$ cat src/rtl/evt_arb_pkg.sv
package evt_arb_pkg;

  // Tie-break policy applied by every two-input cell of the tree.
  typedef enum logic {
    POL_FIXED = 1'b0,
    POL_FAIR  = 1'b1
  } arb_policy_e;

endpackage

$ cat src/rtl/evt_arb_cell.sv
// Two-input decision cell. Requests flow up as an OR, a grant flows down to
// exactly one requesting child. Under the fair policy the preference bit
// inverts on every grant that passes through this cell.
module evt_arb_cell #(
  parameter evt_arb_pkg::arb_policy_e POLICY = evt_arb_pkg::POL_FAIR
) (
  input  logic clk,
  input  logic rst,
  input  logic req_lo,
  input  logic req_hi,
  input  logic gnt_in,
  output logic any_req,
  output logic gnt_lo,
  output logic gnt_hi
);

  localparam logic TOGGLE_EN = (POLICY == evt_arb_pkg::POL_FAIR);

  logic favor_hi;
  logic pick_lo;

  assign any_req = req_lo | req_hi;

  // Lower child wins if it requests alone, or on a tie when not favouring hi.
  always_comb begin
    pick_lo = req_lo & (~req_hi | ~favor_hi);
  end

  assign gnt_lo = gnt_in & pick_lo;
  assign gnt_hi = gnt_in & ~pick_lo & req_hi;

  always_ff @(posedge clk) begin
    if (rst) begin
      favor_hi <= 1'b0;
    end else if (TOGGLE_EN && gnt_in && any_req) begin
      favor_hi <= ~favor_hi;
    end
  end

endmodule

$ cat src/rtl/evt_arb_tree.sv
// Heap-indexed tree of N-1 cells. Node 1 is the root, node k has children
// 2k and 2k+1, leaves are nodes N..2N-1 carrying request i at node N+i.
module evt_arb_tree #(
  parameter int unsigned N = 8,
  parameter evt_arb_pkg::arb_policy_e POLICY = evt_arb_pkg::POL_FAIR
) (
  input  logic         clk,
  input  logic         rst,
  input  logic [N-1:0] req,
  input  logic         issue,
  output logic [N-1:0] pick,
  output logic         any_req
);

  localparam int unsigned NODES = 2 * N;

  logic node_req [1:NODES-1];
  logic node_gnt [1:NODES-1];

  assign node_gnt[1] = issue;
  assign any_req     = node_req[1];

  genvar gi;
  generate
    for (gi = 0; gi < N; gi++) begin : g_leaf
      assign node_req[N + gi] = req[gi];
      assign pick[gi]         = node_gnt[N + gi];
    end

    for (gi = 1; gi < N; gi++) begin : g_cell
      evt_arb_cell #(.POLICY(POLICY)) u_cell (
        .clk     (clk),
        .rst     (rst),
        .req_lo  (node_req[2*gi]),
        .req_hi  (node_req[2*gi+1]),
        .gnt_in  (node_gnt[gi]),
        .any_req (node_req[gi]),
        .gnt_lo  (node_gnt[2*gi]),
        .gnt_hi  (node_gnt[2*gi+1])
      );
    end
  endgenerate

endmodule

$ cat src/rtl/evt_arb_hold.sv
// Grant register: loads the tree pick when idle, holds it while the granted
// request stays high, clears it once that request is withdrawn.
module evt_arb_hold #(
  parameter int unsigned N = 8
) (
  input  logic         clk,
  input  logic         rst,
  input  logic [N-1:0] req,
  input  logic [N-1:0] pick,
  output logic [N-1:0] ack,
  output logic         idle
);

  logic [N-1:0] ack_q;

  assign idle = (ack_q == '0);
  assign ack  = ack_q;

  always_ff @(posedge clk) begin
    if (rst) begin
      ack_q <= '0;
    end else if (idle) begin
      ack_q <= pick;
    end else if ((ack_q & req) == '0) begin
      ack_q <= '0;
    end
  end

endmodule

$ cat src/rtl/evt_tree_arb.sv
module evt_tree_arb #(
  parameter int unsigned N = 8,
  parameter evt_arb_pkg::arb_policy_e POLICY = evt_arb_pkg::POL_FAIR
) (
  input  logic         clk,
  input  logic         rst,
  input  logic [N-1:0] req,
  output logic [N-1:0] ack
);

  logic [N-1:0] pick;
  logic         any_req;
  logic         idle;
  logic         issue;

  // A grant is only sent down the tree when nothing is outstanding.
  assign issue = idle & any_req;

  evt_arb_tree #(.N(N), .POLICY(POLICY)) u_tree (
    .clk     (clk),
    .rst     (rst),
    .req     (req),
    .issue   (issue),
    .pick    (pick),
    .any_req (any_req)
  );

  evt_arb_hold #(.N(N)) u_hold (
    .clk  (clk),
    .rst  (rst),
    .req  (req),
    .pick (pick),
    .ack  (ack),
    .idle (idle)
  );

endmodule

$ cat config.mk
export PLATFORM = sky130hd
export DESIGN_NAME = evt_tree_arb
export DESIGN_NICKNAME = d
export VERILOG_FILES = /design/src/rtl/evt_arb_pkg.sv /design/src/rtl/evt_arb_cell.sv /design/src/rtl/evt_arb_tree.sv /design/src/rtl/evt_arb_hold.sv /design/src/rtl/evt_tree_arb.sv
export SDC_FILE = /design/constraint.sdc
export NUM_CORES = 1
export LEC_CHECK = 0
export BUFFER_PORTS_ARGS = -buffer_cell sky130_fd_sc_hd__buf_2
export CAP_MARGIN = 20
export CORE_MARGIN = 1
export CORE_UTILIZATION = 50
export CTS_CLUSTER_DIAMETER = 40
export CTS_CLUSTER_SIZE = 16
export DETAILED_ROUTE_END_ITERATION = 10
export PLACE_DENSITY = 0.75
export SYNTH_ARGS = -nofsm -noshare
export SYNTH_HDL_FRONTEND = slang
export SYNTH_SLANG_ARGS = --single-unit
$ cat constraint.sdc
create_clock -name clk -period 2.6 [get_ports clk]
set_input_delay 0.78 -clock clk [delete_from_list [all_inputs] [get_ports clk]]
set_output_delay 0.78 -clock clk [all_outputs]
set_load 0.03 [all_outputs]
# Word level (Yosys, flattened, before mapping)
# Cells that the tools add are included.
dict set report totals {
  register_bits 15
  out_inout_bits 8
  elab_cells 85
  input_bits 10
}
dict set report classes {
  reduce_logical 10
  n_mux 2
  bitwise 65
}
# op n
set op_table {}
lappend op_table {{bitwise AND 1 bit} 29}
lappend op_table {{NOT 1 bit} 21}
lappend op_table {{logical NOT 8 bit} 2}
lappend op_table {{2-to-1 mux 8 bit} 2}
lappend op_table {{OR 1 bit} 14}
lappend op_table {{bitwise AND 8 bit} 1}
lappend op_table {{logical AND 1 bit} 7}
lappend op_table {{nonzero test 2 bit} 1}

# Logic depth before layout (Yosys ltp)
dict set report logic_depth {
  depth_word 13
  mapped_depth 4
}

# By module
# Synthesis repeated with hierarchy kept, for this count alone.
dict set report hier_totals {
  hier_cells 111
  hier_area_um2 923.4
}
# mod seq_area_each_um2 n_inst cells_per_inst area_per_inst_um2
set modules_own_cells {}
lappend modules_own_cells {evt_arb_cell 20.0 7 11 77.6}
lappend modules_own_cells {evt_arb_hold 160.2 1 25 314.1}
lappend modules_own_cells {evt_arb_tree 0.0 1 8 60.1}
lappend modules_own_cells {evt_tree_arb 0.0 1 1 6.3}

# Worst setup path before layout
# No wires, ideal clock.
dict set report synth_timing {
  kind {input -> register}
  start {input req[7]}
  end {register u_hold.ack_q[0] (netlist: u_hold.ack[0])}
  arrival_ns 2.060
  required_ns 2.531
  setup_slack_ns 0.471
  n_path_buf 0
  setup_time_ns 0.069
  stages 4
  cell_sequence {or4_4 and2_4 or4_4 o21ai_1}
}
dict set report synth_between {
  elab_chain_cells 9
  elab_cells_between_ends 14
  cone_classes {mux: 1; bitwise: 11; reduce/logical: 2}
}
# element line
set synth_rtl {}
lappend synth_rtl {{start, declared} evt_tree_arb.sv:7} ;# input logic [N-1:0] req,
lappend synth_rtl {{OR 1 bit (2 in a row)} evt_arb_cell.sv:22} ;# assign any_req = req_lo | req_hi;
lappend synth_rtl {{NOT 1 bit} evt_arb_cell.sv:26} ;# pick_lo = req_lo & (~req_hi | ~favor_hi);
lappend synth_rtl {{OR 1 bit} evt_arb_cell.sv:26}
lappend synth_rtl {{bitwise AND 1 bit} evt_arb_cell.sv:26}
lappend synth_rtl {{bitwise AND 1 bit (3 in a row)} evt_arb_cell.sv:29} ;# assign gnt_lo = gnt_in & pick_lo;
lappend synth_rtl {{2-to-1 mux 8 bit} evt_arb_hold.sv:22} ;# end else if (idle) begin
lappend synth_rtl {{end signal, assigned} evt_arb_hold.sv:23} ;# ack_q <= pick;
lappend synth_rtl {{end, declared} evt_arb_hold.sv:14} ;# logic [N-1:0] ack_q;
# Several ways; a longest one is shown, not always the timed one.
# A chain may end at the register's enable or synchronous reset.

# Final worst setup path
dict set report layout_timing {
  start {input req[7]}
  end {register u_hold.ack_q[1] (netlist: u_hold.ack[1])}
}
dict set report layout_between {
  elab_chain_cells 10
  elab_cells_between_ends 15
  cone_classes {mux: 1; bitwise: 12; reduce/logical: 2}
}
# element line
set layout_rtl {}
lappend layout_rtl {{OR 1 bit (2 in a row)} evt_arb_cell.sv:22}
lappend layout_rtl {{NOT 1 bit} evt_arb_cell.sv:26}
lappend layout_rtl {{OR 1 bit} evt_arb_cell.sv:26}
lappend layout_rtl {{bitwise AND 1 bit} evt_arb_cell.sv:26}
lappend layout_rtl {{bitwise AND 1 bit (2 in a row)} evt_arb_cell.sv:29}
lappend layout_rtl {{bitwise AND 1 bit (2 in a row)} evt_arb_cell.sv:30} ;# assign gnt_hi = gnt_in & ~pick_lo & req_hi;
lappend layout_rtl {{2-to-1 mux 8 bit} evt_arb_hold.sv:22}
# Several ways; a longest one is shown, not always the timed one.

==> metrics.yaml <==
run_status:
  status: "complete, no violations"
sta:
  rsz0062_at_grt: "false"
  tns_ns: 0
  max_clock_freq_mhz: 490
  fin_crit_sh: 0.784
  tightest_slew_ns: 0.705
  hold_violations: 0
  fin_crit_ns: 2.04
  drv_slew: 0
  finalSetupViolCount: 0
  fin_skew_ns: 0.00130
  slew_headroom: 0.524
critical_path:
  ff2ff_setup_slack_ns: 0.76
  worst-path-max-fanout: 7
  required_ns: 2.82
  r2r_cells: 4
  endpoint_kind: "register"
  start_kind: "input pin"
  cp.arrival_ns: 2.26
  worstSetupPathType: "input pin to register"
logic_synthesis:
  muxShareOfSynthArea: 0
  synth_area_leader_cell: "dfxtp_1"
  syn_area_per_cell_sq_um: 7.86
  synth.top_cell.area_share: 0.394
  synth_top_family_by_area: "compound AO/OA/AOI/OAI gates"
  ys_types: 22
  synth_xor_xnor_area_share: 0.0230
  ys_ff_latch: 15
  synth_adder_area_share: 0
  synthCells: 97
  yosys.area_share.simple: 0.278
  synth_warnings: 0
  yosysSeqAreaShare: 0.394
  synth_area_sq_um: 762
  synth-compound-area-share: 0.281
  synth_nets: 107
  ys_top_cells_by_area: "dfxtp_1 39%, o21ai_0 8.5%, nand2_1 8.4%"
cts:
  cts_tree: "yes"
  postCtsSetupBuffers: 0
  clkLatencyLatePin_ns: 0.28
  holdBufCountCts: 0
  cts-htree-levels: 1
  clk_pin_slew_ns: 0.10
  cts_buffers: 3
  cts_buffer_depth: 2
  cts_root_buffer: "clkbuf_4"
  cts.repair.resized: 0
  clkSinkCount: 15
power:
  ir_drop_uv: 731
  pwr_density_cell_mw_per_mm2: 903
  leakagePower_nw: 0.366
detailed_routing:
  vias: 826
  routedWlPerCell_microns: 13.9
  firstDrtPassIters: 4
  wirelength_microns: 1840
  vias_per_cell: 6.21
  drt_iter0_markers: 33
  ant_nets: 0
  drc: 0
grt:
  grt_use_total: 0.251
  grt_overflow: 0
  grt_pass1_wl_microns: 2820
  grt_max_degree: 13
  grt_pass1_vias: 648
  grt_antenna_before_repair: 0
floorplanning:
  coreArea_sq_mm: 0.00137
  fp-row-count: 13
  die_x_microns: 41.0
  ios: 18
  initial_core_util: 0.558
  dieArea_sq_mm: 0.00168
  die_h_microns: 41.0
min_path:
  min_path_type: "register to register"
  min_path_cells: 2
placement:
  dp_hpwl_microns: 1300
  dp_cells: 129
  portBuffers: 17
  gp_congestion: 0.798
finish:
  syn_to_final_growth_pct: 17.7
  final_cell_count_no_fill: 133
  antenna_cells: 0
  drive_gt1_frac: 0.229
  layout_common_cells: "17 x nand2_1, 17 x buf_2, 15 x dfxtp_1"
  final_util: 0.657
  finalNetCount: 129
run:
  drv_cap: 0
[registers in the layout (all words and copies together), names as in the netlist]
register                       count
u_tree.g_cell.u_cell.favor_hi      7
u_hold.ack                         8
[report_power, final]
part / internal (W) / switching (W) / leakage, nW / total, W
sequential: 0.000286 / 0.0000586 / 0.123 / 0.000345
clock: 0.0000570 / 0.0000807 / 0.0177 / 0.000138
combinational: 0.000135 / 0.000193 / 0.226 / 0.000327
[final timing paths]
check                              from                         end
max                              req[7]  u_hold.ack[1]$_SDFFE_PP0P_
min reg2reg  u_hold.ack[4]$_SDFFE_PP0P_  u_hold.ack[4]$_SDFFE_PP0P_
max reg2reg  u_hold.ack[6]$_SDFFE_PP0P_  u_hold.ack[2]$_SDFFE_PP0P_
min          u_hold.ack[4]$_SDFFE_PP0P_  u_hold.ack[4]$_SDFFE_PP0P_
[Yosys cell counts]
cell type / number
a21oi_1: 5
a22oi_1: 4
a41oi_1: 1
and2_4: 1
clkbuf_1: 1
dfxtp_1: 15
inv_1: 4
nand2_1: 17
nand3_1: 1
nor2_1: 5
nor4_1: 1
nor4_2: 2
o2111ai_1: 1
o211ai_1: 2
o21ai_0: 13
o21ai_1: 8
o22ai_1: 2
o41ai_1: 1
or3_1: 5
or4_1: 4
or4_4: 2
xor2_1: 2
[area by class of cell]
type | instances | area (sq um)
fill | 134 | 469
sequential | 15 | 300
tap | 15 | 18.8
multi-input combinational | 77 | 443
inverter | 4 | 15.0
clock inverter | 1 | 5.00
clock buffer | 3 | 22.5
timing repair buffer | 18 | 92.6
[per-stage QoR]
stage | power (W) | instance area (sq um) | hold slack, ns | setup slack, ns
after floorplan | 0.000582 | 762 | 0.468 | 0.471
after global placement | 0.000659 | 870 | 0.476 | 0.301
after detailed placement | 0.000667 | 870 | 0.481 | 0.278
after CTS | 0.000804 | 897 | 0.494 | 0.566
after global routing | 0.000867 | 897 | 0.521 | 0.524
final | 0.000810 | 897 | 0.494 | 0.561
[per-layer routing]
layer  track usage  vias to the layer above  wire length, microns
li1              -                      408                     -
met1         0.330                      368                   853
met2         0.406                       48                   833
met3        0.0380                        2                   143
met4        0.0917                        0                    13
met5             0                        -                     0
[kinds of logic (layout without fill, tap and decap cells)]
logic type	Yosys count	count (layout)
and+or+nand+nor	38	38
AOI/OAI and AO/OA	37	37
DFF	15	15
buffers and inverters	5	26
xor gates and xnor gates	2	2
[critical path: stages]
cell,delay [ns]
buf_2,0.13
or4_4,0.56
and2_4,0.18
or4_4,0.47
o21ai_1,0.13
(Power assumes the default switching activity.)
